<file path="src/rtl/csu_pkg.sv">
package csu_pkg;
  localparam int NUM_PORTS = 5;
  localparam int PORT_W    = 3;
  localparam int COORD_W   = 2;
  localparam int NODE_W    = 2 * COORD_W;
  localparam int PLF_W     = 2;
  localparam int MSG_W     = PLF_W + NODE_W;

  typedef enum logic [PORT_W-1:0] {
    PORT_LOCAL = 3'd0,
    PORT_NORTH = 3'd1,
    PORT_EAST  = 3'd2,
    PORT_SOUTH = 3'd3,
    PORT_WEST  = 3'd4
  } port_e;
endpackage

</file>
<file path="src/rtl/cs_xy_route.sv">
module cs_xy_route
  import csu_pkg::*;
#(
  parameter int NODE_X = 1,
  parameter int NODE_Y = 2
) (
  input  logic [NODE_W-1:0] dest,
  output port_e             port
);
  localparam logic [COORD_W-1:0] MY_X = COORD_W'(NODE_X);
  localparam logic [COORD_W-1:0] MY_Y = COORD_W'(NODE_Y);

  logic [COORD_W-1:0] dx, dy;
  assign dx = dest[COORD_W-1:0];
  assign dy = dest[NODE_W-1:COORD_W];

  always_comb begin
    if (dx > MY_X)      port = PORT_EAST;
    else if (dx < MY_X) port = PORT_WEST;
    else if (dy > MY_Y) port = PORT_SOUTH;
    else if (dy < MY_Y) port = PORT_NORTH;
    else                port = PORT_LOCAL;
  end
endmodule

</file>
<file path="src/rtl/cs_plane_pick.sv">
module cs_plane_pick #(
  parameter int PLANES = 4,
  parameter int PW     = $clog2(PLANES)
) (
  input  logic [PLANES-1:0] busy,
  input  logic [PW-1:0]     req,
  input  logic [PW-1:0]     rr,
  output logic [PW-1:0]     pick,
  output logic              evict
);
  always_comb begin
    pick  = req;
    evict = 1'b0;
    if (busy[req]) begin
      if (&busy) begin
        pick  = rr;
        evict = 1'b1;
      end else begin
        for (int i = PLANES - 1; i >= 0; i--) begin
          if (!busy[i]) pick = PW'(i);
        end
      end
    end
  end
endmodule

</file>
<file path="src/rtl/cs_circuit_table.sv">
module cs_circuit_table
  import csu_pkg::*;
#(
  parameter int PLANES = 4,
  parameter int PW     = $clog2(PLANES)
) (
  input  logic              clk,
  input  logic              rst,
  input  logic [PORT_W-1:0] lk_out,
  input  logic [PW-1:0]     lk_plane,
  output logic [PLANES-1:0] lk_busy,
  output logic [PW-1:0]     lk_rr,
  output logic [PORT_W-1:0] lk_owner,
  input  logic              wr_en,
  input  logic              wr_evict,
  input  logic [PW-1:0]     wr_plane,
  input  logic [PORT_W-1:0] wr_inport,
  input  logic [PORT_W-1:0] q_out,
  input  logic [PW-1:0]     q_plane,
  output logic              q_valid,
  output logic [PORT_W-1:0] q_inport
);
  localparam int ENTRIES = NUM_PORTS * PLANES;

  logic [ENTRIES-1:0]        vld_flat;
  logic [ENTRIES*PORT_W-1:0] own_flat;
  logic [NUM_PORTS*PW-1:0]   rr_flat;

  for (genvar gp = 0; gp < NUM_PORTS; gp++) begin : g_port
    logic [PLANES-1:0]        vld_q;
    logic [PLANES*PORT_W-1:0] own_q;
    logic [PW-1:0]            rr_q;
    logic                     hit;

    assign hit = wr_en && (lk_out == PORT_W'(gp));

    always_ff @(posedge clk) begin
      if (rst) begin
        vld_q <= '0;
        own_q <= '0;
        rr_q  <= '0;
      end else if (hit) begin
        vld_q[wr_plane]                <= 1'b1;
        own_q[wr_plane*PORT_W +: PORT_W] <= wr_inport;
        if (wr_evict) begin
          rr_q <= (rr_q == PW'(PLANES - 1)) ? '0 : rr_q + 1'b1;
        end
      end
    end

    assign vld_flat[gp*PLANES +: PLANES]               = vld_q;
    assign own_flat[gp*PLANES*PORT_W +: PLANES*PORT_W] = own_q;
    assign rr_flat[gp*PW +: PW]                        = rr_q;
  end

  always_comb begin
    lk_busy  = '0;
    lk_rr    = '0;
    lk_owner = '0;
    q_valid  = 1'b0;
    q_inport = '0;
    for (int p = 0; p < NUM_PORTS; p++) begin
      if (lk_out == PORT_W'(p)) begin
        lk_busy  = vld_flat[p*PLANES +: PLANES];
        lk_rr    = rr_flat[p*PW +: PW];
        lk_owner = own_flat[(p*PLANES + int'(lk_plane))*PORT_W +: PORT_W];
      end
      if (q_out == PORT_W'(p)) begin
        q_valid  = vld_flat[p*PLANES + int'(q_plane)];
        q_inport = own_flat[(p*PLANES + int'(q_plane))*PORT_W +: PORT_W];
      end
    end
  end
endmodule

</file>
<file path="src/rtl/circ_setup_unit.sv">
module circ_setup_unit
  import csu_pkg::*;
#(
  parameter int PLANES = 4,
  parameter int NODE_X = 1,
  parameter int NODE_Y = 2
) (
  input  logic              clk,
  input  logic              rst,
  input  logic              in_valid,
  output logic              in_ready,
  input  logic [PORT_W-1:0] in_port,
  input  logic [MSG_W-1:0]  in_msg,
  output logic              out_valid,
  input  logic              out_ready,
  output logic [PORT_W-1:0] out_port,
  output logic [MSG_W-1:0]  out_msg,
  output logic              inv_valid,
  output logic [PORT_W-1:0] inv_inport,
  output logic [PORT_W-1:0] inv_outport,
  output logic [PLF_W-1:0]  inv_plane,
  input  logic [PORT_W-1:0] q_out,
  input  logic [PLF_W-1:0]  q_plane,
  output logic              q_valid,
  output logic [PORT_W-1:0] q_inport
);
  localparam int PW = $clog2(PLANES);

  logic              accept;
  port_e             route;
  logic [PLANES-1:0] busy;
  logic [PW-1:0]     rr;
  logic [PW-1:0]     pick;
  logic              evict;
  logic [PORT_W-1:0] owner;
  logic [PLF_W-1:0]  pick_f;

  assign in_ready = !out_valid || out_ready;
  assign accept   = in_valid && in_ready;

  cs_xy_route #(.NODE_X(NODE_X), .NODE_Y(NODE_Y)) u_route (
    .dest (in_msg[NODE_W-1:0]),
    .port (route)
  );

  cs_plane_pick #(.PLANES(PLANES), .PW(PW)) u_pick (
    .busy  (busy),
    .req   (in_msg[NODE_W +: PW]),
    .rr    (rr),
    .pick  (pick),
    .evict (evict)
  );

  cs_circuit_table #(.PLANES(PLANES), .PW(PW)) u_table (
    .clk       (clk),
    .rst       (rst),
    .lk_out    (route),
    .lk_plane  (pick),
    .lk_busy   (busy),
    .lk_rr     (rr),
    .lk_owner  (owner),
    .wr_en     (accept),
    .wr_evict  (evict),
    .wr_plane  (pick),
    .wr_inport (in_port),
    .q_out     (q_out),
    .q_plane   (q_plane[PW-1:0]),
    .q_valid   (q_valid),
    .q_inport  (q_inport)
  );

  always_comb begin
    pick_f         = '0;
    pick_f[PW-1:0] = pick;
  end

  always_ff @(posedge clk) begin
    if (rst) begin
      out_valid   <= 1'b0;
      out_port    <= '0;
      out_msg     <= '0;
      inv_valid   <= 1'b0;
      inv_inport  <= '0;
      inv_outport <= '0;
      inv_plane   <= '0;
    end else begin
      inv_valid <= 1'b0;
      if (out_ready) out_valid <= 1'b0;
      if (accept) begin
        out_valid   <= 1'b1;
        out_port    <= route;
        out_msg     <= {pick_f, in_msg[NODE_W-1:0]};
        inv_valid   <= evict;
        inv_inport  <= owner;
        inv_outport <= route;
        inv_plane   <= pick_f;
      end
    end
  end
endmodule

</file>
<file path="config.mk">
export PLATFORM = sky130hd
export DESIGN_NAME = circ_setup_unit
export DESIGN_NICKNAME = d
export VERILOG_FILES = /design/src/rtl/csu_pkg.sv /design/src/rtl/cs_xy_route.sv /design/src/rtl/cs_plane_pick.sv /design/src/rtl/cs_circuit_table.sv /design/src/rtl/circ_setup_unit.sv
export SDC_FILE = /design/constraint.sdc
export NUM_CORES = 1
export LEC_CHECK = 0
export BUFFER_PORTS_ARGS = -buffer_cell sky130_fd_sc_hd__buf_2
export CAP_MARGIN = 10
export CORE_UTILIZATION = 30
export CTS_CLUSTER_DIAMETER = 200
export DETAILED_ROUTE_END_ITERATION = 8
export PLACE_DENSITY = 0.45
export SYNTH_ARGS = -nofsm -noshare
export SYNTH_HDL_FRONTEND = slang
export SYNTH_SLANG_ARGS = --single-unit
</file>
<file path="constraint.sdc">
create_clock -name clk -period 5.1 [get_ports clk]
set_input_delay 0.51 -clock clk [delete_from_list [all_inputs] [get_ports clk]]
set_output_delay 0.51 -clock clk [all_outputs]
set_load 0.01 [all_outputs]
</file>
==> summary.txt <==
Outcome = complete, no violations
DP HPWL = 21.8 mm
Vias in the first global route = 6908
Actual transition at the worst max-transition pin = 0.954 ns
Finished Layout Cells = 1260
Top FF cell, synth = dfxtp_1
Synth Net Count = 953
RSZ-0062 raised after global routing = no
MaxCap Viol Count = 0
Via-to-Cell Ratio = 5.99
Hold endpoint = out_valid
Crit path DAT = 4.25 ns
Placed inst area = 0.00834 mm²
Die width = 163 µm
Distinct cells, synth = 72
Global-route wire length before repair = 45.3 mm
Antenna violations before repair = 1
Initial Util = 30.8%
Peak supply drop = 0.000181 V
GRT Residual Overflow = 0
Top cells by area, synth = dfxtp_1 27%, mux4_2 18%, a21oi_1 6.6%, nand2_1 6.0%, mux2i_1 5.9%
CTS tree = yes
Share of cells above drive strength 1 = 19.6%
Critical-path maximum fanout = 15
CP Capture Type = register
Core Area = 0.0254 mm²
Synth Cell Area = 0.00781 mm²
Gate Count Post-Synth = 921
Setup_tns = 0 ns
GP Congestion = 0.956
Clock sinks = 104
Register area share after synthesis = 26.6%
Total wire length = 29.8 mm
Placed instance count = 1243
Post-synth top area cell = dfxtp_1
Post-CTS setup buffers = 0
Cell area after layout = 0.00865 mm²
Reg2reg start = u_table.g_port[4].vld_q[3]
Fin. max-slew vios = 0
Tmin final = 4.01 ns
Asr flop ratio synth = 0%
Layout net count = 956
Clk_skew = 0.0107 ns
Post-DR wirelength/cell = 23.7 µm
Startpoint types = input port
P_leak = 3.08 nW
Worst skew pair latency = 0.36 ns
FMAX = 249 MHz
RR Endpoint = inv_inport[0]
Die H = 163 µm
Tot Pwr = 2.14 mW
Post-CTS Hold Buffers = 0
Pin count of the biggest net entering global routing = 62
Syn avg cell area = 8.48 µm²
Hold Vio Cnt, Final = 0
Gr usage total = 22.9%
Synthesized flop and latch total = 104
Part of the cycle the worst path needs = 78.7%
Area fraction of the dominant cell type after synthesis = 26.6%
Clock Pin Slew Worst Setup and Hold Paths = 0.08 ns
Ys Warns = 0
CP max stage cell = mux4_2
Number of port buffers = 41
Rel. slew slack = 35.9%
PwrDens = 247 mW/mm²
Post-synth EDFFs = 0
DRC = 0
Vias = 7542
Fill cell count = 2724
Post-CTS resize count = 0
Required @ worst endpoint = 5.34 ns
DR iter-0 viols = 749
Site Rows = 58
Worst reg-to-reg path cell count = 13
Hold crit path type = in2reg
HP Start = in_valid
H-tree levels = 3
FF-to-FF setup slack = 1.27 ns
Cell depth of the worst hold path = 3
Initial DRT Pass Iterations = 5
Die ar. = 0.0267 mm²
Root buffer selected by CTS = clkbuf_16
Crit-path max cell delay = 0.51 ns
DRT antenna net count = 0
CTS max path bufs = 2
Cell Chain, Critical Path = buf_2 -> nand2b_1 -> a211oi_2 -> o21ai_1 -> o221ai_1 -> nand2_1 -> clkinv_1 -> ha_1 -> inv_2 -> buf_4 -> mux4_2 -> mux2_2 -> a32oi_1 -> a31oi_1
Final setup fails = 0
Crit path kind = in2reg
Io pins = 42
Total CTS buffers = 9
Synthesis-to-layout area growth = 10.7%
critical path, delay by kind of cell:
kind,cells,cell delay (ns)
adder cells (fa/ha/maj),1,0.37
multiplexers,2,0.79
AO/OA/AOI/OAI,5,0.99
AND/OR/NAND/NOR,2,0.54
buffers and inverters,4,1.01
sequential cells by signal, summed over array words and instances, names as in the netlist:
signal	cells
u_table.g_port.own_q	60
inv_inport	3
inv_valid	1
out_msg	6
u_table.g_port.vld_q	20
u_table.g_port.rr_q	10
inv_outport	3
out_valid	1
cell type report:
type | instances | area, µm² | area share [%]
flip-flops and latches | 104 | 2080 | 24.1
repair buffers | 75 | 475 | 5.50
diodes | 1 | 2.50 | 0.0289
clock buffers | 9 | 225 | 2.60
inverters | 20 | 76.3 | 0.882
well taps | 330 | 413 | 4.77
clock inverters | 7 | 86.3 | 0.998
multi-input cells | 714 | 5290 | 61.2
cells by family (layout without fill, tap and decap cells):
kind of cell | Yosys count | after routing | synth area share, %
mux | 123 | 123 | 26.3
other cells | 0 | 1 | 0
fa+ha+maj | 14 | 14 | 2.24
buf+inv | 103 | 111 | 5.78
flops | 104 | 104 | 26.6
compound gates | 227 | 227 | 18.8
simple gates | 350 | 350 | 20.2
synth_stat cells, drive strengths merged (6+ instances only):
| cell type | instances |
|---|---|
| nor3 | 10 |
| o21ai | 24 |
| nor2b | 6 |
| a211oi | 16 |
| o221ai | 6 |
| nand3 | 68 |
| mux2i | 46 |
| dfxtp | 104 |
| a21oi | 103 |
| buf | 27 |
| ha | 14 |
| and3 | 14 |
| a22oi | 18 |
| or3 | 6 |
| nor2 | 91 |
| a31oi | 7 |
| mux2 | 13 |
| clkbuf | 56 |
| nand2b | 8 |
| mux4 | 64 |
| nand2 | 126 |
| o22ai | 7 |
| a32oi | 6 |
| inv | 18 |
where the power goes:
group	leakage (nW)	internal (mW)	switching [mW]
Combinational	2.09	0.186	0.372
Clock	0.150	0.393	0.352
Sequential	0.840	0.824	0.0142
Total	3.08	1.40	0.738
layer usage:
layer	global-route usage (%)	vias to the layer above	share of wire (%)	wire length, µm
li1	-	3445	-	-
met1	32.3	3741	44	13100
met2	35.6	316	46	13800
met3	3.91	40	7.6	2270
met4	6.50	0	2.2	671
met5	0	-	0	0
layout by cell type, fill, tap and decap left out, types with 16 or more instances in the layout:
cell type / instances
buf_2: 40
dfxtp_1: 104
nand2_1: 125
nor2_1: 89
a21oi_1: 103
mux4_2: 64
mux2i_1: 46
buf_4: 34
nand3_1: 67
inv_1: 16
a22oi_1: 18
o21ai_0: 23
through the flow:
| stage | setup slack (ns) | hold WS (ns) | utilization [%] |
|---|---|---|---|
| 4_1_cts | 1.11 | 0.386 | 34.0 |
| 3_3_place_gp | 1.03 | 0.451 | 32.8 |
| 3_5_place_dp | 0.894 | 0.453 | 32.8 |
| 6_report | 1.09 | 0.400 | 34.1 |
| 5_1_grt | 0.838 | 0.406 | 34.0 |
| 2_1_floorplan | 0.759 | 0.443 | - |
worst max-delay path by stage:
stage / start / endpoint / depth (start not counted)
after global placement: in_msg[1] / inv_inport[0] / 14
after floorplan: in_msg[2] / u_table.g_port[0].own_q[6] / 17
after global routing: in_msg[1] / inv_inport[1] / 16
final: in_msg[1] / inv_inport[0] / 14
after detailed placement: in_msg[1] / inv_inport[0] / 14
after CTS: q_plane[1] / q_inport[0] / 9
No activity file was read; power rests on OpenSTA's default activity.
